File: src/rtl/mbx_irq_pkg.sv
package mbx_irq_pkg;

   // Register select codes on the access port
   typedef enum logic [1:0] {
      RA_ENABLE = 2'd0,
      RA_STATUS = 2'd1,
      RA_ACK    = 2'd2,
      RA_NONE   = 2'd3
   } reg_sel_e;

endpackage

File: src/rtl/mbx_enable_reg.sv
module mbx_enable_reg #(
   parameter int USED_W = 12,
   parameter int REG_W  = 16
)(
   input  logic              clk,
   input  logic              rst_n,
   input  logic              wr_i,
   input  logic [REG_W-1:0]  wdata_i,
   output logic [USED_W-1:0] en_o
);

   logic [USED_W-1:0] en_q;

   // Only the implemented bits are stored; the rest of the word is dropped
   always_ff @(posedge clk or negedge rst_n) begin
      if (!rst_n)
         en_q <= '0;
      else if (wr_i)
         en_q <= wdata_i[USED_W-1:0];
   end

   assign en_o = en_q;

   generate
      if (USED_W < REG_W) begin : g_spare
         logic spare_unused;
         assign spare_unused = ^wdata_i[REG_W-1:USED_W];
      end
   endgenerate

endmodule

File: src/rtl/mbx_pending_bank.sv
module mbx_pending_bank #(
   parameter int BOXES = 4
)(
   input  logic             clk,
   input  logic             rst_n,
   input  logic [BOXES-1:0] set_i,
   input  logic [BOXES-1:0] clr_i,
   output logic [BOXES-1:0] pend_o
);

   logic [BOXES-1:0] pend_q;
   logic [BOXES-1:0] pend_d;

   // A set overrides a clear of the same bit, so no event is lost
   always_comb begin
      pend_d = (pend_q & ~clr_i) | set_i;
   end

   always_ff @(posedge clk or negedge rst_n) begin
      if (!rst_n)
         pend_q <= '0;
      else
         pend_q <= pend_d;
   end

   assign pend_o = pend_q;

endmodule

File: src/rtl/mbx_irq_combine.sv
module mbx_irq_combine #(
   parameter int NUM_AGENTS = 3,
   parameter int BOXES      = 4,
   parameter bit REGISTERED = 1'b1
)(
   input  logic                        clk,
   input  logic                        rst_n,
   input  logic [NUM_AGENTS*BOXES-1:0] pend_i,
   output logic [NUM_AGENTS-1:0]       irq_o
);

   logic [NUM_AGENTS-1:0] any_pend;

   generate
      for (genvar a = 0; a < NUM_AGENTS; a++) begin : g_agent
         assign any_pend[a] = |pend_i[a*BOXES +: BOXES];
      end

      if (REGISTERED) begin : g_reg
         logic [NUM_AGENTS-1:0] irq_q;
         always_ff @(posedge clk or negedge rst_n) begin
            if (!rst_n)
               irq_q <= '0;
            else
               irq_q <= any_pend;
         end
         assign irq_o = irq_q;
      end else begin : g_comb
         logic clk_unused;
         assign clk_unused = clk ^ rst_n;
         assign irq_o = any_pend;
      end
   endgenerate

endmodule

File: src/rtl/mbx_irq_ctrl.sv
module mbx_irq_ctrl
   import mbx_irq_pkg::*;
#(
   parameter int NUM_AGENTS = 3,
   parameter int INBOXES    = 2,
   parameter int OUTBOXES   = 2,
   parameter int REG_W      = 16,
   parameter int ACK_AGENT  = 2,
   parameter int ACK_BIT0   = 14,
   parameter bit IRQ_REG    = 1'b1
)(
   input  logic                                         clk,
   input  logic                                         rst_n,
   input  logic [NUM_AGENTS*(INBOXES+OUTBOXES)-1:0]     evt_i,
   input  logic                                         reg_wr_i,
   input  logic [1:0]                                   reg_addr_i,
   input  logic [REG_W-1:0]                             reg_wdata_i,
   output logic [REG_W-1:0]                             reg_rdata_o,
   output logic [NUM_AGENTS-1:0]                        irq_o
);

   localparam int BOXES   = INBOXES + OUTBOXES;
   localparam int USED_W  = NUM_AGENTS * BOXES;
   localparam int ACK_LSB = ACK_AGENT * BOXES + INBOXES;

   // Elaboration-time parameter checks
   generate
      if (USED_W > REG_W) begin : g_chk_width
         $error("mbx_irq_ctrl: enable/status bits exceed register width");
      end
      if (ACK_AGENT >= NUM_AGENTS) begin : g_chk_agent
         $error("mbx_irq_ctrl: acknowledge agent out of range");
      end
      if (ACK_BIT0 + OUTBOXES > REG_W) begin : g_chk_ack
         $error("mbx_irq_ctrl: acknowledge field exceeds register width");
      end
      if (INBOXES < 1 || OUTBOXES < 1) begin : g_chk_boxes
         $error("mbx_irq_ctrl: need at least one inbox and one outbox");
      end
   endgenerate

   reg_sel_e sel;
   logic     wr_enable;
   logic     wr_status;
   logic     wr_ack;

   assign sel       = reg_sel_e'(reg_addr_i);
   assign wr_enable = reg_wr_i && (sel == RA_ENABLE);
   assign wr_status = reg_wr_i && (sel == RA_STATUS);
   assign wr_ack    = reg_wr_i && (sel == RA_ACK);

   logic [USED_W-1:0] en_q;
   logic [USED_W-1:0] pend_q;
   logic [USED_W-1:0] ack_v;
   logic [USED_W-1:0] set_v;
   logic [USED_W-1:0] clr_v;

   // Enable register
   mbx_enable_reg #(
      .USED_W (USED_W),
      .REG_W  (REG_W)
   ) u_enable (
      .clk     (clk),
      .rst_n   (rst_n),
      .wr_i    (wr_enable),
      .wdata_i (reg_wdata_i),
      .en_o    (en_q)
   );

   // Acknowledge word: one bit per outbox of the acknowledged agent
   always_comb begin
      ack_v = '0;
      for (int o = 0; o < OUTBOXES; o++) begin
         ack_v[ACK_LSB + o] = wr_ack & reg_wdata_i[ACK_BIT0 + o];
      end
   end

   // Events are gated by the enable bits held before this edge
   assign set_v = (evt_i | ack_v) & en_q;
   assign clr_v = wr_status ? reg_wdata_i[USED_W-1:0] : '0;

   // One pending bank per agent
   generate
      for (genvar a = 0; a < NUM_AGENTS; a++) begin : g_bank
         mbx_pending_bank #(
            .BOXES (BOXES)
         ) u_bank (
            .clk    (clk),
            .rst_n  (rst_n),
            .set_i  (set_v[a*BOXES +: BOXES]),
            .clr_i  (clr_v[a*BOXES +: BOXES]),
            .pend_o (pend_q[a*BOXES +: BOXES])
         );
      end
   endgenerate

   // Per-agent interrupt lines
   mbx_irq_combine #(
      .NUM_AGENTS (NUM_AGENTS),
      .BOXES      (BOXES),
      .REGISTERED (IRQ_REG)
   ) u_irq (
      .clk    (clk),
      .rst_n  (rst_n),
      .pend_i (pend_q),
      .irq_o  (irq_o)
   );

   // Read mux; unimplemented bits read as zero
   always_comb begin
      reg_rdata_o = '0;
      unique case (sel)
         RA_ENABLE: reg_rdata_o = REG_W'(en_q);
         RA_STATUS: reg_rdata_o = REG_W'(pend_q);
         default:   reg_rdata_o = '0;
      endcase
   end

   logic wdata_unused;
   assign wdata_unused = ^reg_wdata_i;

endmodule

File: config.mk
export PLATFORM = sky130hd
export DESIGN_NAME = mbx_irq_ctrl
export DESIGN_NICKNAME = d
export VERILOG_FILES = /design/src/rtl/mbx_irq_pkg.sv /design/src/rtl/mbx_enable_reg.sv /design/src/rtl/mbx_pending_bank.sv /design/src/rtl/mbx_irq_combine.sv /design/src/rtl/mbx_irq_ctrl.sv
export SDC_FILE = /design/constraint.sdc
export NUM_CORES = 1
export LEC_CHECK = 0
export BUFFER_PORTS_ARGS = -buffer_cell sky130_fd_sc_hd__clkbuf_2
export CAP_MARGIN = 20
export CORE_MARGIN = 2
export CORE_UTILIZATION = 45
export CTS_BUF_LIST = sky130_fd_sc_hd__clkbuf_4 sky130_fd_sc_hd__clkbuf_8
export CTS_CLUSTER_SIZE = 16
export DETAILED_ROUTE_END_ITERATION = 7
export PLACE_DENSITY_LB_ADDON = 0.25
export SETUP_SLACK_MARGIN = 0.4
export SYNTH_ARGS = -nofsm -noshare
export SYNTH_HDL_FRONTEND = slang
export SYNTH_SLANG_ARGS = --single-unit
File: constraint.sdc
create_clock -name clk -period 2.9 [get_ports clk]
set_clock_uncertainty 0.2 [all_clocks]
set_input_delay 0.58 -clock clk [delete_from_list [all_inputs] [get_ports clk]]
set_output_delay 0.58 -clock clk [all_outputs]
set_load 0.1 [all_outputs]
==> results.cfg, run 1 <==
[floorplanning]
die_area_mm2 = 0.00339
fp.coreArea_mm2 = 0.00278
fp.dieH_um = 58.2
floorplan.initialDensity = 0.475
io_pins = 52
dieWidth_um = 58.2
rows = 19

[pwr]
p_per_area_mw_per_mm2 = 648
power_leakage_uw = 0.000798
ir_drop_uv = 418

[synthesis]
synth_edf_count = 0
yosysMostFrequentCell = dfrtp_1
ys_seq_area_frac = 0.511
ys_async_sr_fraction = 1.00
post_synth.cell_area_avg_um2 = 12.6
yosys_most_used_dff = dfrtp_1
synth-warning-count = 0
yosysTopAreaCell = dfrtp_1
synth_seq_cells = 27
synth_area_leaders = dfrtp_1 51%, mux2_4 11%, mux2i_1 9.1%, a22o_1 8.0%, nand2_1 3.4%
synthCells = 105
yosys-top-cells-count = 27 x dfrtp_1, 12 x a22o_1, 12 x mux2i_1, 12 x nand2_1, 12 x nor2_1
synth.distinct_cells = 17
syn-cell-area_mm2 = 0.00132
synth.top_cell.area_share = 0.511

[global_route]
grt_usage = 0.182
overflow = 0
grtUsageMet2 = 0.304
busiest_layer = met2
grt_pass1_vias = 988
grt.met1_usage = 0.233
grt_max_degree = 28
grt_pass1_wl_mm = 4.59
use_met3 = 0.0246
antenna_found_initial = 0

[sta]
period_share = 0.839
finalMaxSlewViolations = 0
max_freq_ghz = 0.411
fin_hold_ws_ns = 0.0514
hold_viol = 0
max_slew_margin = 0.553
rsz0062_at_grt = no
tightest_slew_ns = 0.670
setup_viol = 0
finalSetupTns_ns = 0
period_minus_slack_ns = 2.43

[place]
dp_hpwl_mm = 2.05
place_congestion = 0.720
dpl.cell_count = 176
port_buffers = 45

[finish]
layout-drive-gt1-share = 0.523
multi_input_area_um2 = 654
regArea_um2 = 676
filler_cell_count = 247
finalNonFillerCells = 180
area_growth_pct = 24.1
antenna_cells = 0
fin_nets = 183

[clock_tree]
cts-root-buf = clkbuf_4
h-tree-depth = 1
clockBufferDepth = 2
hold_buffers = 0
clk_latency_ns = 0.33
cts_tree = yes
path_clk_slew_ns = 0.15
cts_sinks = 27
cts_setup_buffers = 0
cts_buffers = 3

[critical_path]
timing.rr.start = g_bank[2].u_bank.pend_o[2]$_DFF_PN0_
worstPathArrival_ns = 1.65
critPathKind = input pin to primary output
end_kind = primary output
worstSetupEndpoint = reg_rdata_o[8]
cp_data_required_time_ns = 2.12
r2r_slack_ns = 1.65
startpoint_type = input pin
worst-path-max-fanout = 12
cp-startpoint = reg_addr_i[1]
rr_endpoint = u_irq.irq_o[2]$_DFF_PN0_
r2r_cells = 1

[drt]
avgViaCountPerCell = 5.41
vias = 974
wl_per_cell_um = 15.6
wl_mm = 2.81
drt_iter0_markers = 21
drt_first_pass_iters = 2
ant_nets = 0
drc_errors = 0

[outcome]
status = complete, no violations

[job]
max_cap_viol_count = 0

[hold_path]
hp-class = input pin to async pin
==> logic make-up after synthesis <==
logic type      share of synthesized area
compound gates                     0.0928
buf+inv                            0.0587
flops                               0.511
mux                                 0.222
other cells                       0.00284
simple gates                        0.113
==> per-layer routing <==
layer	vias up	wire, um
met2	25	1410
met5	-	0
li1	454	-
met1	488	1210
met3	7	121
met4	0	65
==> through the flow <==
| step | power [uW] | utilization | worst slack [ns] | area [um2] |
|---|---|---|---|---|
| detailed placement | 904 | 0.578 | 0.351 | 1610 |
| global route | 1110 | 0.589 | 0.426 | 1640 |
| finish | 1060 | 0.589 | 0.466 | 1640 |
| floorplan | 823 | - | 0.187 | 1410 |
| CTS | 1070 | 0.589 | 0.466 | 1640 |
| global placement | 892 | 0.578 | 0.336 | 1610 |
==> worst min path at each step <==
| stage | startpoint | endpoint | slack (ns) | cells past startpoint |
|---|---|---|---|---|
| after global routing | rst_n | u_enable.en_o[11]$_DFFE_PN0P_ | 0.09 | 1 |
| after detailed placement | g_bank[0].u_bank.pend_o[0]$_DFF_PN0_ | u_irq.irq_o[0]$_DFF_PN0_ | 0.29 | 1 |
| final | rst_n | u_enable.en_o[0]$_DFFE_PN0P_ | 0.05 | 1 |
| after floorplan | rst_n | g_bank[0].u_bank.pend_o[0]$_DFF_PN0_ | 0.08 | 0 |
| after CTS | rst_n | g_bank[1].u_bank.pend_o[3]$_DFF_PN0_ | 0.07 | 1 |
| after global placement | g_bank[0].u_bank.pend_o[0]$_DFF_PN0_ | u_irq.irq_o[0]$_DFF_PN0_ | 0.28 | 1 |
==> worst max-delay path, cell delays in order <==
cell,delay (ns)
clkbuf_2,0.36
buf_4,0.30
nor2_2,0.11
buf_4,0.30
==> cell usage in the layout, fill, tap and decap left out <==
| cell type | n |
|---|---|
| clkbuf_2 | 41 |
| dfrtp_1 | 27 |
| mux2i_1 | 12 |
| nand2_1 | 12 |
| a22o_1 | 12 |
| mux2_4 | 10 |
| nor2_4 | 9 |
| conb_1 | 4 |
| clkbuf_4 | 4 |
| buf_4 | 4 |
| nor2_2 | 3 |
| or4_1 | 3 |
| nor2b_4 | 2 |
| a31o_2 | 2 |
| mux2_2 | 2 |
| and3b_1 | 1 |
| clkinv_2 | 1 |
==> repair_timing <==
action,4_1_cts,5_1_grt
hold endpoints to repair,0,0
resized for setup,1,0
setup endpoints to repair,9,0
==> layout make-up <==
cell class,instances,share of cell area
Tap cell,31,0.0237
Clock buffer,3,0.0137
Multi-Input combinational cell,72,0.399
Timing Repair Buffer,46,0.148
Sequential cell,27,0.412
Clock inverter,1,0.00305
==> flip-flops by register name, indices dropped and copies added (netlist names) <==
name	flops
g_bank.u_bank.pend_o	12
u_enable.en_o	12
u_irq.irq_o	3
==> where the power goes <==
group          internal, uW  leakage [uW]  switching [uW]
clock                  51.9     0.0000177             117
sequential              435      0.000286            46.4
combinational           126      0.000494             287
total                   612      0.000798             451
No activity file was read; power rests on OpenSTA's default activity.
==> inputs of run 2 (changes only) <==
==> constraint.sdc (replaced) <==
create_clock -name clk -period 2.1 [get_ports clk]
set_clock_uncertainty 0.2 [all_clocks]
set_input_delay 0.42 -clock clk [delete_from_list [all_inputs] [get_ports clk]]
set_output_delay 0.42 -clock clk [all_outputs]
set_load 0.1 [all_outputs]
==> results.cfg, run 2 (synthesized netlist as in run 1, its figures left out) <==
[finish]
fin_nets = 214
final_cell_mix = 29 x clkbuf_2, 29 x buf_4, 27 x dfrtp_1, 13 x buf_12
post-route-util = 0.792
layout-drive-gt1-share = 0.667
area_growth_pct = 66.7
antenna_cells = 0

[critical_path]
critPathKind = register to primary output
worstPathArrival_ns = 1.28
timing.rr.start = g_bank[1].u_bank.pend_o[2]$_DFF_PN0_
cp_data_required_time_ns = 1.48
worst-path-max-fanout = 3
startpoint_type = register
cp-startpoint = u_enable.en_o[2]$_DFFE_PN0P_
end_kind = primary output
path_cells = mux2i_2 -> nor2_4 -> buf_12
cpPeakStageDelay_ns = 0.44
slowest_stage = dfrtp_1

[drt]
wl_met1_mm = 1.38
wl_mm = 3.61
drc_errors = 0
ant_nets = 0
top_layer = met4
drt_iter0_markers = 20
drt_first_pass_iters = 4
vias = 1104
avgViaCountPerCell = 5.23
wl_met2_mm = 1.99
met3_length_um = 226
wl_per_cell_um = 17.1

[clock_tree]
h-tree-depth = 1
cts_buffers = 3
clk_latency_ns = 0.33
path_clk_slew_ns = 0.14
cts_sinks = 27
cts_tree = yes
clockBufferDepth = 2
cts-root-buf = clkbuf_4

[place]
place_congestion = 0.717
dp_worst_setup_slack_ns = 0.225
port_buffers = 45
dp_hpwl_mm = 2.27

[outcome]
status = complete, no violations

[floorplanning]
fp.coreArea_mm2 = 0.00278
die_area_mm2 = 0.00339
dieWidth_um = 58.2
floorplan.initialDensity = 0.475
io_pins = 52
fp.dieH_um = 58.2
rows = 19

[job]
max_cap_viol_count = 0

[hold_path]
worstHoldStart = evt_i[9]
hp-class = input pin to register

[global_route]
grt_usage = 0.225
grt_max_degree = 28
overflow = 0
antenna_found_initial = 0
grt_pass1_vias = 1146
grt_pass1_wl_mm = 5.54

[sta]
tightest_slew_ns = 0.681
max_slew_margin = 0.546
finalSetupTns_ns = 0
finalMaxSlewViolations = 0
hold_viol = 0
worst_slack_ns = 0.195
period_minus_slack_ns = 1.90
max_freq_ghz = 0.525
rsz0062_at_grt = yes
period_share = 0.907
setup_viol = 0

[pwr]
power_leakage_uw = 0.00101
power_uw = 1810
p_per_area_mw_per_mm2 = 823
ir_drop_uv = 830
-- run 2: changes by cell type in the layout (fill, tap and decap cells not counted), sizes merged --
cell	previous run	this run
clkbuf	45	37
dlygate4sd3	0	1
clkinv	1	0
buf	4	43
-- run 2: critical path, delay by kind of cell, from the launching register on --
family        cells  cell delay [ns]
simple gates      1             0.07
mux               1             0.27
buf+inv           1             0.17
flops             1             0.44
-- run 2: layout make-up --
cell class	count	area, um2
multi-input combinational	72	749
timing repair buffer	77	708
sequential	27	676
fill	170	579
tap	31	38.8
clock buffer	4	30.0
-- run 2: worst paths after layout --
path	slack, ns	cells past startpoint	end
worst max-delay path	0.20	3	reg_rdata_o[2]
worst min-delay path	0.11	2	g_bank[2].u_bank.pend_o[1]$_DFF_PN0_
worst max register to register	0.59	3	u_irq.irq_o[1]$_DFF_PN0_
worst min register to register	0.36	1	u_irq.irq_o[0]$_DFF_PN0_
max in group asynchronous	0.82	2	g_bank[1].u_bank.pend_o[1]$_DFF_PN0_
min in group asynchronous	0.44	2	g_bank[1].u_bank.pend_o[3]$_DFF_PN0_
-- run 2: per-layer routing --
metal	vias up	global-route usage
li1	519	-
met3	2	0.0625
met5	-	0
met1	539	0.265
met2	44	0.417
met4	0	0.0299
-- run 2: metrics by stage --
stage	hold slack [ns]	std cells	cell area, um2
6_report	0.108	211	2200
5_1_grt	0.0770	211	2200
4_1_cts	0.100	203	2130
3_5_place_dp	0.287	181	1860
3_3_place_gp	0.270	181	1860
2_1_floorplan	-0.0756	108	1460
-- run 2: power by group --
part | switching (uW) | leakage, uW | internal [uW]
Clock | 156 | 0.0000184 | 87.5
Sequential | 74.2 | 0.000286 | 600
Combinational | 479 | 0.000702 | 417
Total | 709 | 0.00101 | 1100
-- run 2: repair_timing --
item                                    4_1_cts  5_1_grt
resized for setup                            19        1
hold buffers                                  1        0
endpoints found under the hold margin        27        0
buffers inserted                             16        8
gates cloned                                  1        0
pin swaps                                     2        4
endpoints found under the setup margin       15       12
